--- config.mk ---
export PLATFORM = sky130hd
export DESIGN_NAME = pwr_wake_ctrl
export DESIGN_NICKNAME = d
export VERILOG_FILES = /design/src/rtl/pwr_wake_pkg.sv /design/src/rtl/pwr_sync.sv /design/src/rtl/pwr_edge_detect.sv /design/src/rtl/pwr_regs.sv /design/src/rtl/pwr_wake_status.sv /design/src/rtl/pwr_wake_ctrl.sv
export SDC_FILE = /design/constraint.sdc
export NUM_CORES = 1
export LEC_CHECK = 0
export CAP_MARGIN = 20
export CORE_ASPECT_RATIO = 0.9
export CORE_MARGIN = 3
export CORE_UTILIZATION = 40
export DETAILED_ROUTE_END_ITERATION = 6
export DONT_BUFFER_PORTS = 1
export PLACE_DENSITY_LB_ADDON = 0.25
export REMOVE_ABC_BUFFERS = 1
export SYNTH_ARGS = -nofsm -noshare
export SYNTH_HDL_FRONTEND = slang
export SYNTH_SLANG_ARGS = --single-unit
--- constraint.sdc ---
create_clock -name clk -period 1 [get_ports clk]
set_input_delay 0.2 -clock clk [delete_from_list [all_inputs] [get_ports clk]]
set_output_delay 0.2 -clock clk [all_outputs]
set_load 0.01 [all_outputs]
--- src/rtl/pwr_wake_pkg.sv ---
package pwr_wake_pkg;

   typedef enum logic [1:0] {
      PS_D0 = 2'b00,
      PS_D1 = 2'b01,
      PS_D2 = 2'b10,
      PS_D3 = 2'b11
   } pstate_e;

   localparam int REG_W       = 16;
   localparam int STS_BIT     = 15;
   localparam int WEN_BIT     = 8;
   localparam int CLK_REQ_BIT = 0;
   localparam int ARM_LSB     = 4;
   localparam int POL_LSB     = 8;
   localparam int MAX_PINS    = 4;

   function automatic logic state_supported(input logic [1:0] code);
      return code != PS_D1;
   endfunction

endpackage

--- src/rtl/pwr_sync.sv ---
module pwr_sync #(
   parameter int WIDTH  = 2,
   parameter int STAGES = 2
) (
   input  logic             clk,
   input  logic             rst_n,
   input  logic [WIDTH-1:0] d,
   output logic [WIDTH-1:0] q
);
   localparam int LAST = STAGES - 1;

   logic [WIDTH-1:0] chain [STAGES];

   generate
      for (genvar s = 0; s < STAGES; s++) begin : g_stage
         if (s == 0) begin : g_first
            always_ff @(posedge clk or negedge rst_n) begin
               if (!rst_n) chain[s] <= '0;
               else        chain[s] <= d;
            end
         end else begin : g_next
            always_ff @(posedge clk or negedge rst_n) begin
               if (!rst_n) chain[s] <= '0;
               else        chain[s] <= chain[s-1];
            end
         end
      end
   endgenerate

   assign q = chain[LAST];
endmodule

--- src/rtl/pwr_edge_detect.sv ---
module pwr_edge_detect #(
   parameter int NUM_PINS    = 2,
   parameter int SYNC_STAGES = 2
) (
   input  logic                clk,
   input  logic                rst_n,
   input  logic [NUM_PINS-1:0] pins,
   input  logic [NUM_PINS-1:0] arm,
   input  logic [NUM_PINS-1:0] rise_sel,
   output logic [NUM_PINS-1:0] pin_hit,
   output logic                wake_evt
);
   logic [NUM_PINS-1:0] synced;
   logic [NUM_PINS-1:0] prev_q;

   pwr_sync #(.WIDTH(NUM_PINS), .STAGES(SYNC_STAGES)) i_sync (
      .clk   (clk),
      .rst_n (rst_n),
      .d     (pins),
      .q     (synced)
   );

   always_ff @(posedge clk or negedge rst_n) begin
      if (!rst_n) prev_q <= '0;
      else        prev_q <= synced;
   end

   generate
      for (genvar i = 0; i < NUM_PINS; i++) begin : g_pin
         logic rose, fell;
         assign rose       = synced[i] & ~prev_q[i];
         assign fell       = ~synced[i] & prev_q[i];
         assign pin_hit[i] = arm[i] & (rise_sel[i] ? rose : fell);
      end
   endgenerate

   assign wake_evt = |pin_hit;
endmodule

--- src/rtl/pwr_regs.sv ---
module pwr_regs
   import pwr_wake_pkg::*;
#(
   parameter int NUM_PINS = 2
) (
   input  logic                clk,
   input  logic                rst_n,
   input  logic                reg_wr,
   input  logic                reg_sel,
   input  logic [REG_W-1:0]    reg_wdata,
   output pstate_e             state,
   output logic                wake_en,
   output logic                clk_req,
   output logic [NUM_PINS-1:0] arm,
   output logic [NUM_PINS-1:0] rise_sel
);
   logic ctrl_wr, cfg_wr;
   assign ctrl_wr = reg_wr & ~reg_sel;
   assign cfg_wr  = reg_wr &  reg_sel;

   always_ff @(posedge clk or negedge rst_n) begin
      if (!rst_n) begin
         state   <= PS_D0;
         wake_en <= 1'b0;
      end else if (ctrl_wr) begin
         if (state_supported(reg_wdata[1:0]))
            state <= pstate_e'(reg_wdata[1:0]);
         wake_en <= reg_wdata[WEN_BIT];
      end
   end

   always_ff @(posedge clk or negedge rst_n) begin
      if (!rst_n) begin
         clk_req  <= 1'b0;
         arm      <= '0;
         rise_sel <= '0;
      end else if (cfg_wr) begin
         clk_req  <= reg_wdata[CLK_REQ_BIT];
         arm      <= reg_wdata[ARM_LSB +: NUM_PINS];
         rise_sel <= reg_wdata[POL_LSB +: NUM_PINS];
      end
   end
endmodule

--- src/rtl/pwr_wake_status.sv ---
module pwr_wake_status (
   input  logic clk,
   input  logic sticky_rst_n,
   input  logic set_req,
   input  logic clr_req,
   output logic sts
);
   always_ff @(posedge clk or negedge sticky_rst_n) begin
      if (!sticky_rst_n)  sts <= 1'b0;
      else if (set_req)   sts <= 1'b1;
      else if (clr_req)   sts <= 1'b0;
   end
endmodule

--- src/rtl/pwr_wake_ctrl.sv ---
module pwr_wake_ctrl
   import pwr_wake_pkg::*;
#(
   parameter int NUM_PINS    = 2,
   parameter int SYNC_STAGES = 2
) (
   input  logic                clk,
   input  logic                rst_n,
   input  logic                sticky_rst_n,
   input  logic                reg_wr,
   input  logic                reg_sel,
   input  logic [15:0]         reg_wdata,
   output logic [15:0]         reg_rdata,
   input  logic [NUM_PINS-1:0] mio_in,
   input  logic                cfg_hit,
   input  logic                bar_hit,
   output logic                lclk_en,
   output logic                irq_en,
   output logic                bar_accept,
   output logic                cfg_accept,
   output logic                pme_n
);
   generate
      if (NUM_PINS < 1 || NUM_PINS > MAX_PINS) begin : g_bad_pins
         $error("pwr_wake_ctrl: NUM_PINS out of range");
      end
      if (SYNC_STAGES < 2) begin : g_bad_sync
         $error("pwr_wake_ctrl: SYNC_STAGES must be at least 2");
      end
   endgenerate

   pstate_e             state_q;
   logic                wake_en_q;
   logic                clk_req_q;
   logic [NUM_PINS-1:0] arm_q;
   logic [NUM_PINS-1:0] rise_q;
   logic [NUM_PINS-1:0] pin_hit;
   logic                wake_evt;
   logic                sts_q;
   logic                full_power;
   logic                w1c;

   pwr_regs #(.NUM_PINS(NUM_PINS)) i_regs (
      .clk       (clk),
      .rst_n     (rst_n),
      .reg_wr    (reg_wr),
      .reg_sel   (reg_sel),
      .reg_wdata (reg_wdata),
      .state     (state_q),
      .wake_en   (wake_en_q),
      .clk_req   (clk_req_q),
      .arm       (arm_q),
      .rise_sel  (rise_q)
   );

   pwr_edge_detect #(.NUM_PINS(NUM_PINS), .SYNC_STAGES(SYNC_STAGES)) i_edge (
      .clk      (clk),
      .rst_n    (rst_n),
      .pins     (mio_in),
      .arm      (arm_q),
      .rise_sel (rise_q),
      .pin_hit  (pin_hit),
      .wake_evt (wake_evt)
   );

   assign w1c = reg_wr & ~reg_sel & reg_wdata[STS_BIT];

   pwr_wake_status i_status (
      .clk          (clk),
      .sticky_rst_n (sticky_rst_n),
      .set_req      (wake_evt & wake_en_q),
      .clr_req      (w1c),
      .sts          (sts_q)
   );

   assign full_power = (state_q == PS_D0);
   assign lclk_en    = clk_req_q & full_power;
   assign irq_en     = full_power;
   assign bar_accept = bar_hit & full_power;
   assign cfg_accept = cfg_hit;
   assign pme_n      = ~sts_q;

   logic unused_hits;
   assign unused_hits = ^pin_hit;

   always_comb begin
      reg_rdata = '0;
      if (!reg_sel) begin
         reg_rdata[1:0]     = state_q;
         reg_rdata[WEN_BIT] = wake_en_q;
         reg_rdata[STS_BIT] = sts_q;
      end else begin
         reg_rdata[CLK_REQ_BIT]          = clk_req_q;
         reg_rdata[ARM_LSB +: NUM_PINS]  = arm_q;
         reg_rdata[POL_LSB +: NUM_PINS]  = rise_q;
      end
   end
endmodule

Word-level counts from Yosys, hierarchy flattened
Index checks and enable logic that the tools add are counted.
{ "op_classes": {"eq_ne": 1, "mux": 10, "n_bitwise": 18, "n_reduce_logical": 4} }
{ "op_table": {"columns": ["operator", "n"], "rows": [
  ["1-bit AND", 12],
  ["1-bit 2-to-1 mux", 9],
  ["1-bit inverter", 6],
  ["2-bit zero test", 1],
  ["2-bit 2-to-1 mux", 1],
  ["2-bit by 1-bit != test with 1-bit output (second input constant)", 1],
  ["2-bit AND reduction", 1],
  ["2-bit nonzero test", 1],
  ["2-bit OR reduction", 1]
]} }
{ "word_totals": {"register_bits": 15, "in_bits": 25, "output_inout_bits": 21, "elab_cells": 42} }

Longest topological paths before layout
Gate-level depths: netlist of run 1.
{ "depth": {"word_depth": 7, "mapped_depth": 4, "depth_no_buf": 3} }

Hierarchy
Synthesis of run 1 repeated with hierarchy kept, for this count alone.
{ "unflattened": {"cells_unflattened": 62, "hier_area_um2": 747.0} }
{ "modules_own_cells": {"columns": ["module", "instances", "cells_per_inst", "area_each_um2", "seq_area_each_um2"], "rows": [
  ["pwr_regs", 1, 20, 311.5, 200.2],
  ["pwr_wake_ctrl", 1, 24, 180.2, 0.0],
  ["pwr_sync", 1, 6, 115.1, 100.1],
  ["pwr_edge_detect", 1, 9, 103.8, 50.0],
  ["pwr_wake_status", 1, 3, 36.3, 25.0]
]} }

Worst setup path after synthesis of run 1
OpenSTA, ideal clock, no wires.
{ "synth_timing": {"path_type": "register to register", "from": "reg i_regs.rise_sel[0]", "to": "reg i_status.sts", "setup_time_ps": 64, "arrival_ps": 972, "required_ps": 936, "slack_ps": -36, "path_stages_with_launch": 4, "path_buffers": 0, "synth_period_minus_slack_ps": 1036, "path_cell_list": "dfrtp_1 or3b_1 a21oi_1 a311o_2"} }
{ "synth_via": {"elab_chain_len": 5, "word_cells_on_any_way": 6, "classes_between": "2 x mux; 2 x bitwise; 2 x reduce/logical"} }
{ "synth_rtl": {"columns": ["element", "line", "rtl"], "rows": [
  ["start, declared", "pwr_regs.sv:15", "output logic [NUM_PINS-1:0] rise_sel"],
  ["start signal, assigned", "pwr_regs.sv:40", "rise_sel <= reg_wdata[POL_LSB +: NUM_PINS];"],
  ["1-bit 2-to-1 mux (*)", "pwr_edge_detect.sv:33", "assign pin_hit[i] = arm[i] & (rise_sel[i] ? rose : fell);"],
  ["1-bit AND (*)", "pwr_edge_detect.sv:33", null],
  ["2-bit OR reduction (*)", "pwr_edge_detect.sv:37", "assign wake_evt = |pin_hit;"],
  ["1-bit AND (*)", "pwr_wake_ctrl.sv:71", ".set_req (wake_evt & wake_en_q),"],
  ["1-bit 2-to-1 mux / 2-bit nonzero test (equally long branches)", null, null],
  ["end signal, assigned", "pwr_wake_status.sv:9", "if (!sticky_rst_n) sts <= 1'b0;"],
  ["end signal, assigned", "pwr_wake_status.sv:10", "else if (set_req) sts <= 1'b1;"],
  ["end signal, assigned", "pwr_wake_status.sv:11", "else if (clr_req) sts <= 1'b0;"],
  ["end, declared", "pwr_wake_status.sv:6", "output logic sts"]
]} }
Every way passes the cells marked *; elsewhere a longest branch is shown, timed or not.
A chain may end at the register's enable or synchronous reset.

Final worst setup path of run 1
{ "layout_timing": {"from": "reg i_regs.rise_sel[0]", "to": "out reg_rdata[8]"} }
{ "layout_via": {"elab_chain_len": 1} }
{ "layout_rtl": {"columns": ["element", "line", "rtl"], "rows": [
  ["1-bit 2-to-1 mux", "pwr_wake_ctrl.sv:88", "if (!reg_sel) begin"],
  ["end, declared", "pwr_wake_ctrl.sv:13", "output logic [15:0] reg_rdata,"]
]} }
No other way between the ends.

==> reports/metrics.yaml, run 1 <==
status:
  status: "finished with violations"
  violations: "setup timing"
sta:
  slew_viol_final: 0
  finalHoldViolCount: 0
  setup_ws_ps: -263
  tightest_slew_ps: 609
  rsz0062_at_grt: "true"
  clock_skew_ps: 3.77
  max_freq_mhz: 792
  fin_crit_ps: 1260
  setup_viol: 12
  fin_crit_sh_pct: 126
  relSlewSlack_pct: 59.3
final_layout:
  multi_input_area_um2: 312
  nNetsFinal: 109
  register_area_um2: 375
  stdcell_count: 105
  fillers: 140
  postLayoutCoreUtil_pct: 58.3
  diodes: 0
  layout-drive-gt1-share_pct: 43.4
  syn2layout_area_growth_pct: 29.0
synth:
  netlist_instances: 65
  synthesis.area_um2: 698
  ys_ff_latch: 15
  yosysSeqAreaShare_pct: 53.8
  yosysWarningCount: 0
  synth-async-reset-ratio_pct: 100
  ys_types: 17
  synth_most_common_cell: "dfrtp_1"
  yosysTopAreaCell: "dfrtp_1"
  synth_edf_count: 0
  netlist_top_cells_count: "dfrtp_1 (15), buf_4 (11), nand2_1 (9)"
  synth_top_area_share_pct: 53.8
  syn_area_per_cell_um2: 10.7
  synth_area_leaders: "dfrtp_1 (54%), buf_4 (12%), mux2_2 (9.7%)"
  yosys_most_used_dff: "dfrtp_1"
floorplan:
  die_w_um: 50.0
  initial_utilization_pct: 45.2
  die_y_um: 45.6
  num_rows: 13
  die_area_um2: 2280
  coreArea_um2: 1550
  pin_count: 46
clocking:
  clockRootBuffer: "clkbuf_4"
  path_clk_slew_ps: 80
  cts_buffers: 3
  clkLatencyLatePin_ps: 280
  clkSinkCount: 15
  cts_htree_levels: 1
  cts_tree: "done"
  ctsLongestPathBuffers: 2
critical_path:
  critPathBufInv: 1
  slowest_delay_ps: 400
  cp_num_cells: 2
  slowest_stage: "dfrtp_1"
  required_ps: 800
  worstPathArrival_ps: 1060
  cp_top_family: "flip-flops"
  path_cells: "buf_6 -> mux2_4"
  worstSetupPathType: "reg2out"
  cp_max_fo: 2
  reg2regPathDepth: 4
  cp-start-kind: "register"
  end_kind: "primary output"
power_and_ir_drop:
  clkPwrFrac_pct: 21.8
  p_int_uw: 1090
  switching_share_pct: 27.7
  ir_drop_mv: 1.11
  p_leak_uw: 0.000428
  cellPowerDensity_nw_per_um2: 1680
  combPwrFrac_pct: 29.4
  power_frac_seq_pct: 48.8
  p_switching_uw: 419
detailed_routing:
  via_count: 496
  drt-initial-drc-count: 16
  ant_nets: 0
  wl_per_cell_um: 12.5
  wl_mm: 1.32
  drc: 0
  vias_per_cell: 4.72
  dr.pass1.iters: 4
run:
  maxCapViolations: 0
min_path:
  hold_class: "in2reg"
  whs_path_depth: 2
grt:
  antenna_found_initial: 0
  grt_first_pass_wirelength_mm: 1.98
  track_usage_pct: 12.2
  grt_max_degree: 15
  grt_overflow: 0
  grt_pass1_vias: 444
place:
  port_buffers: 0
  placed_cells: 90
  gp_congestion: 0.731
  dp_hpwl_um: 921
-- state kept, by name, summed over array words and instances (netlist names) --
signal and count:
i_edge.i_sync.chain 2, i_edge.i_sync.q 2, i_edge.prev_q 2, i_regs.arm 2, i_regs.rise_sel 2, i_regs.state 2, i_regs.clk_req 1, i_regs.wake_en 1
i_status.sts 1
-- layout make-up --
type	count	share of cell area, %
timing repair buffer	17	16.9
tap	22	3.06
sequential	15	41.7
clock buffer	4	2.92
inverter	2	0.833
multi-input combinational	45	34.6
-- cell usage in the layout, fill, tap and decap left out, types with 2 or more instances in the layout --
master,n
a21oi_1,2
nand2_1,9
buf_6,4
inv_2,2
nor2_4,2
and2_4,5
conb_1,9
nand2b_1,2
mux2_2,5
clkbuf_4,3
buf_4,9
dlygate4sd3_1,4
dfrtp_1,15
-- worst paths after layout --
check / from / end / slack, ps
min reg2reg: i_edge.i_sync.chain[3] / i_edge.i_sync.q[1] / 360
max: i_regs.rise_sel[0] / reg_rdata[8] / -260
min in group asynchronous: sticky_rst_n / i_status.sts / 130
max reg2reg: i_regs.rise_sel[0] / i_status.sts / -180
max in group asynchronous: rst_n / i_regs.state[1] / 240
min: reg_wdata[8] / i_regs.wake_en / 30
-- power by group through the flow --
stage               combinational (uW)  clock (uW)  sequential (uW)
detailed placement                 268           0              736
finish                             445         330              738
global route                       479         386              750
floorplan                          185           0              723
CTS                                419         351              729
global placement                   262           0              734
-- metrics by stage --
step	setup WS [ps]	power, uW	TNS [ps]	hold slack [ps]	cell area, um^2
after floorplan	-36.2	908	-36.2	-95.6	646
after global placement	-66.2	996	-66.2	-95.6	718
after detailed placement	-94.4	1000	-94.4	-95.6	718
after CTS	-267	1500	-1640	20.3	875
after global routing	-326	1610	-2560	14.6	901
final	-263	1510	-1850	31.1	901
-- what timing repair did --
action                     CTS  global route
pin swaps                    9             1
setup buffers                6             1
hold buffers                 4             0
resized for setup           17             5
setup endpoints to repair   12            12
hold endpoints to repair    17             0
-- logic make-up after synthesis --
logic type,after synthesis,share of synthesized area (%)
buf+inv,13,12.9
compound gates,7,6.09
mux,6,9.68
simple gates,23,17.0
other cells,1,0.537
flops,15,53.8
-- per-layer routing --
metal	global-route usage, %	up-vias	share of wire, %
met2	17.4	29	46
met3	5.25	2	11
li1	-	229	-
met5	0	-	0
met4	4.97	0	0.84
met1	16.1	236	42
(Power assumes the default switching activity.)
==> run 2: changes to the inputs <==
BUFFER_PORTS_ARGS = -buffer_cell sky130_fd_sc_hd__buf_2   (was default)
CORE_UTILIZATION = 35   (was 40)
DONT_BUFFER_PORTS = default   (was 1)
HOLD_SLACK_MARGIN = 0.1   (was default)
==> run 2 against run 1 <==
Effect of this change:
- sequential share of layout area shrank 4.5 points
- the flow still finishes with violations (setup timing)
- die area grew 12%
- combinational power grew 10%
- hold slack gained 110 ps
- first-iteration DRC count shrank 88%
- count of clock-buffer cells in the layout is the same
- largest power group unchanged
- clock power is essentially flat
- sequential cell count is the same
- routed wire length grew 8.9%
==> reports/metrics.yaml, run 2 (synthesized netlist as in run 1, its figures left out) <==
status:
  status: "finished with violations"  # unchanged
  violations: "setup timing"  # unchanged
run:
  maxCapViolations: 0  # unchanged
power_and_ir_drop:
  cellPowerDensity_nw_per_um2: 1530  # was 1680 nW/um^2
  clkPwrFrac_pct: 21.4  # was 21.8%
  p_int_uw: 1120  # was 1090 uW
  ir_drop_mv: 0.830  # was 1.11 mV
  power_frac_seq_pct: 46.8  # was 48.8%
  switching_share_pct: 27.5  # was 27.7%
  p_switching_uw: 424  # was 419 uW
  p_leak_uw: 0.000528  # was 0.000428 uW
  combPwrFrac_pct: 31.8  # was 29.4%
grt:
  met2_usage_pct: 20.0  # was 17.4%
  track_usage_pct: 12.5  # was 12.2%
  grt_util_met1_pct: 16.1  # about the same
  grt_most_used_layer: "met2"  # unchanged
  grt_use_met3_pct: 3.37  # was 5.25%
  grt_overflow: 0  # unchanged
  grt_max_degree: 15  # unchanged
  antenna_found_initial: 0  # unchanged
  grt_pass1_vias: 578  # was 444
  grt_first_pass_wirelength_mm: 2.44  # was 1.98 mm
clocking:
  clkSinkCount: 15  # unchanged
  cts_tree: "done"  # unchanged
  ctsLongestPathBuffers: 2  # unchanged
  cts_buffers: 3  # unchanged
  path_clk_slew_ps: 80  # about the same
  clkLatencyLatePin_ps: 270  # was 280 ps
  clockRootBuffer: "clkbuf_4"  # unchanged
  cts_htree_levels: 1  # unchanged
critical_path:
  end_kind: "primary output"  # unchanged
  slowest_delay_ps: 410  # was 400 ps
  rr_startpoint: "i_regs.rise_sel[0]"  # unchanged
  rrSetupSlack_ps: -180  # about the same
  worstSetupPathType: "reg2out"  # unchanged
  cp-start-kind: "register"  # unchanged
  slowest_stage: "dfrtp_1"  # unchanged
  path_cells: "nor2_2 -> and2_1 -> buf_2"  # was buf_6 -> mux2_4
  required_ps: 800  # about the same
  worstSetupStartpoint: "i_regs.state[0]"  # was i_regs.rise_sel[0]
  crit_end: "bar_accept"  # was reg_rdata[8]
  r2r-end: "i_status.sts"  # unchanged
  reg2regPathDepth: 4  # unchanged
  cp_max_fo: 3  # was 2
  worstPathArrival_ps: 1070  # was 1060 ps
sta:
  fin_crit_ps: 1270  # was 1260 ps
  fin_crit_sh_pct: 127  # was 126%
  slew_viol_final: 0  # unchanged
  setup_ws_ps: -275  # was -263 ps
  finalHoldViolCount: 0  # unchanged
  clock_skew_ps: 2.14  # was 3.77 ps
  max_freq_mhz: 784  # was 792 MHz
  setup_viol: 12  # unchanged
  holdWs_ps: 137  # was 31.1 ps
  rsz0062_at_grt: "true"  # unchanged
final_layout:
  mostFrequentLayoutCell: "buf_2"  # was dfrtp_1
  layout-drive-gt1-share_pct: 50.0  # was 43.4%
  fillers: 173  # was 140
  syn2layout_area_growth_pct: 44.8  # was 29.0%
  nNetsFinal: 134  # was 109
  stdcell_count: 132  # was 105
  diodes: 0  # unchanged
  layout_common_cells: "buf_2 (22), dfrtp_1 (15), buf_4 (11)"  # was dfrtp_1 (15), nand2_1 (9), conb_1 (9), buf_4 (9)
floorplan:
  die_y_um: 48.4  # was 45.6 um
  pin_count: 46  # unchanged
  coreArea_um2: 1770  # was 1550 um^2
  die_area_um2: 2570  # was 2280 um^2
  die_w_um: 53.1  # was 50.0 um
  num_rows: 14  # was 13
  initial_utilization_pct: 39.5  # was 45.2%
place:
  placed_cells: 115  # was 90
  place_ws_ps: -109  # was -94.4 ps
  gp_congestion: 0.741  # was 0.731
  dp_hpwl_um: 997  # was 921 um
  port_buffers: 25  # was 0
detailed_routing:
  via_count: 573  # was 496
  dr.pass1.iters: 4  # unchanged
  wl_mm: 1.43  # was 1.32 mm
  drt-initial-drc-count: 2  # was 16
  drc: 0  # unchanged
  ant_nets: 0  # unchanged
  wl_per_cell_um: 10.8  # was 12.5 um
  vias_per_cell: 4.34  # was 4.72
min_path:
  hold_class: "in2reg"  # unchanged
==> run 2: layout make-up <==
| cell class | count | area, um^2 | share of cell area (%) |
|---|---|---|---|
| inverters | 2 | 7.51 | 0.743 |
| clock buffers | 4 | 26.3 | 2.60 |
| well taps | 24 | 30.0 | 2.97 |
| multi-input cells | 45 | 283 | 28.0 |
| repair buffers | 42 | 289 | 28.6 |
| flip-flops and latches | 15 | 375 | 37.1 |
==> run 2: worst max-delay path: cells and delay by family, from the launching register on <==
kind                   cells  cell delay, ps
buffers and inverters      1             120
AND/OR/NAND/NOR            2             280
flip-flops                 1             410
==> run 2: worst min-delay path by stage <==
| stage | from | slack, ps | cells past startpoint | to |
|---|---|---|---|---|
| floorplan | rst_n | -100 | 0 | i_edge.i_sync.chain[2] |
| global placement | sticky_rst_n | -20 | 1 | i_status.sts |
| detailed placement | sticky_rst_n | -20 | 1 | i_status.sts |
| CTS | reg_wdata[8] | 120 | 3 | i_regs.wake_en |
| global route | reg_wdata[9] | 140 | 2 | i_regs.rise_sel[1] |
| finish | reg_wdata[8] | 140 | 3 | i_regs.wake_en |
==> run 2: per-layer routing <==
layer  routed length, um  part of all wire [%]
met5                   0                     0
met1                 605                    42
met3                 122                   8.5
met2                 705                    49
met4                   0                     0
==> run 2: stage by stage <==
| stage | utilization, % | setup TNS (ps) | total power [uW] | instance area (um^2) |
|---|---|---|---|---|
| after global routing | 57.1 | -2780 | 1650 | 1010 |
| after CTS | 55.0 | -2000 | 1520 | 973 |
| after global placement | 47.0 | -175 | 1060 | 831 |
| after detailed placement | 47.0 | -239 | 1060 | 831 |
| after floorplan | - | -36.2 | 908 | 646 |
| final | 57.1 | -2100 | 1540 | 1010 |
==> run 2: power groups by stage <==
stage / logic [uW] / clock network [uW] / registers (uW)
2_1_floorplan: 185 / 0 / 723
4_1_cts: 448 / 348 / 719
3_5_place_dp: 324 / 0 / 737
6_report: 491 / 330 / 721
5_1_grt: 538 / 382 / 734
3_3_place_gp: 319 / 0 / 736
==> run 2: timing repair <==
| action | CTS | global route |
|---|---|---|
| setup endpoints to repair | 12 | 12 |
| resized for setup | 9 | 5 |
| buffers inserted | 6 | 3 |
| endpoints found under the hold margin | 17 | 0 |
| hold buffers | 4 | 0 |
| pin swaps | 9 | 1 |
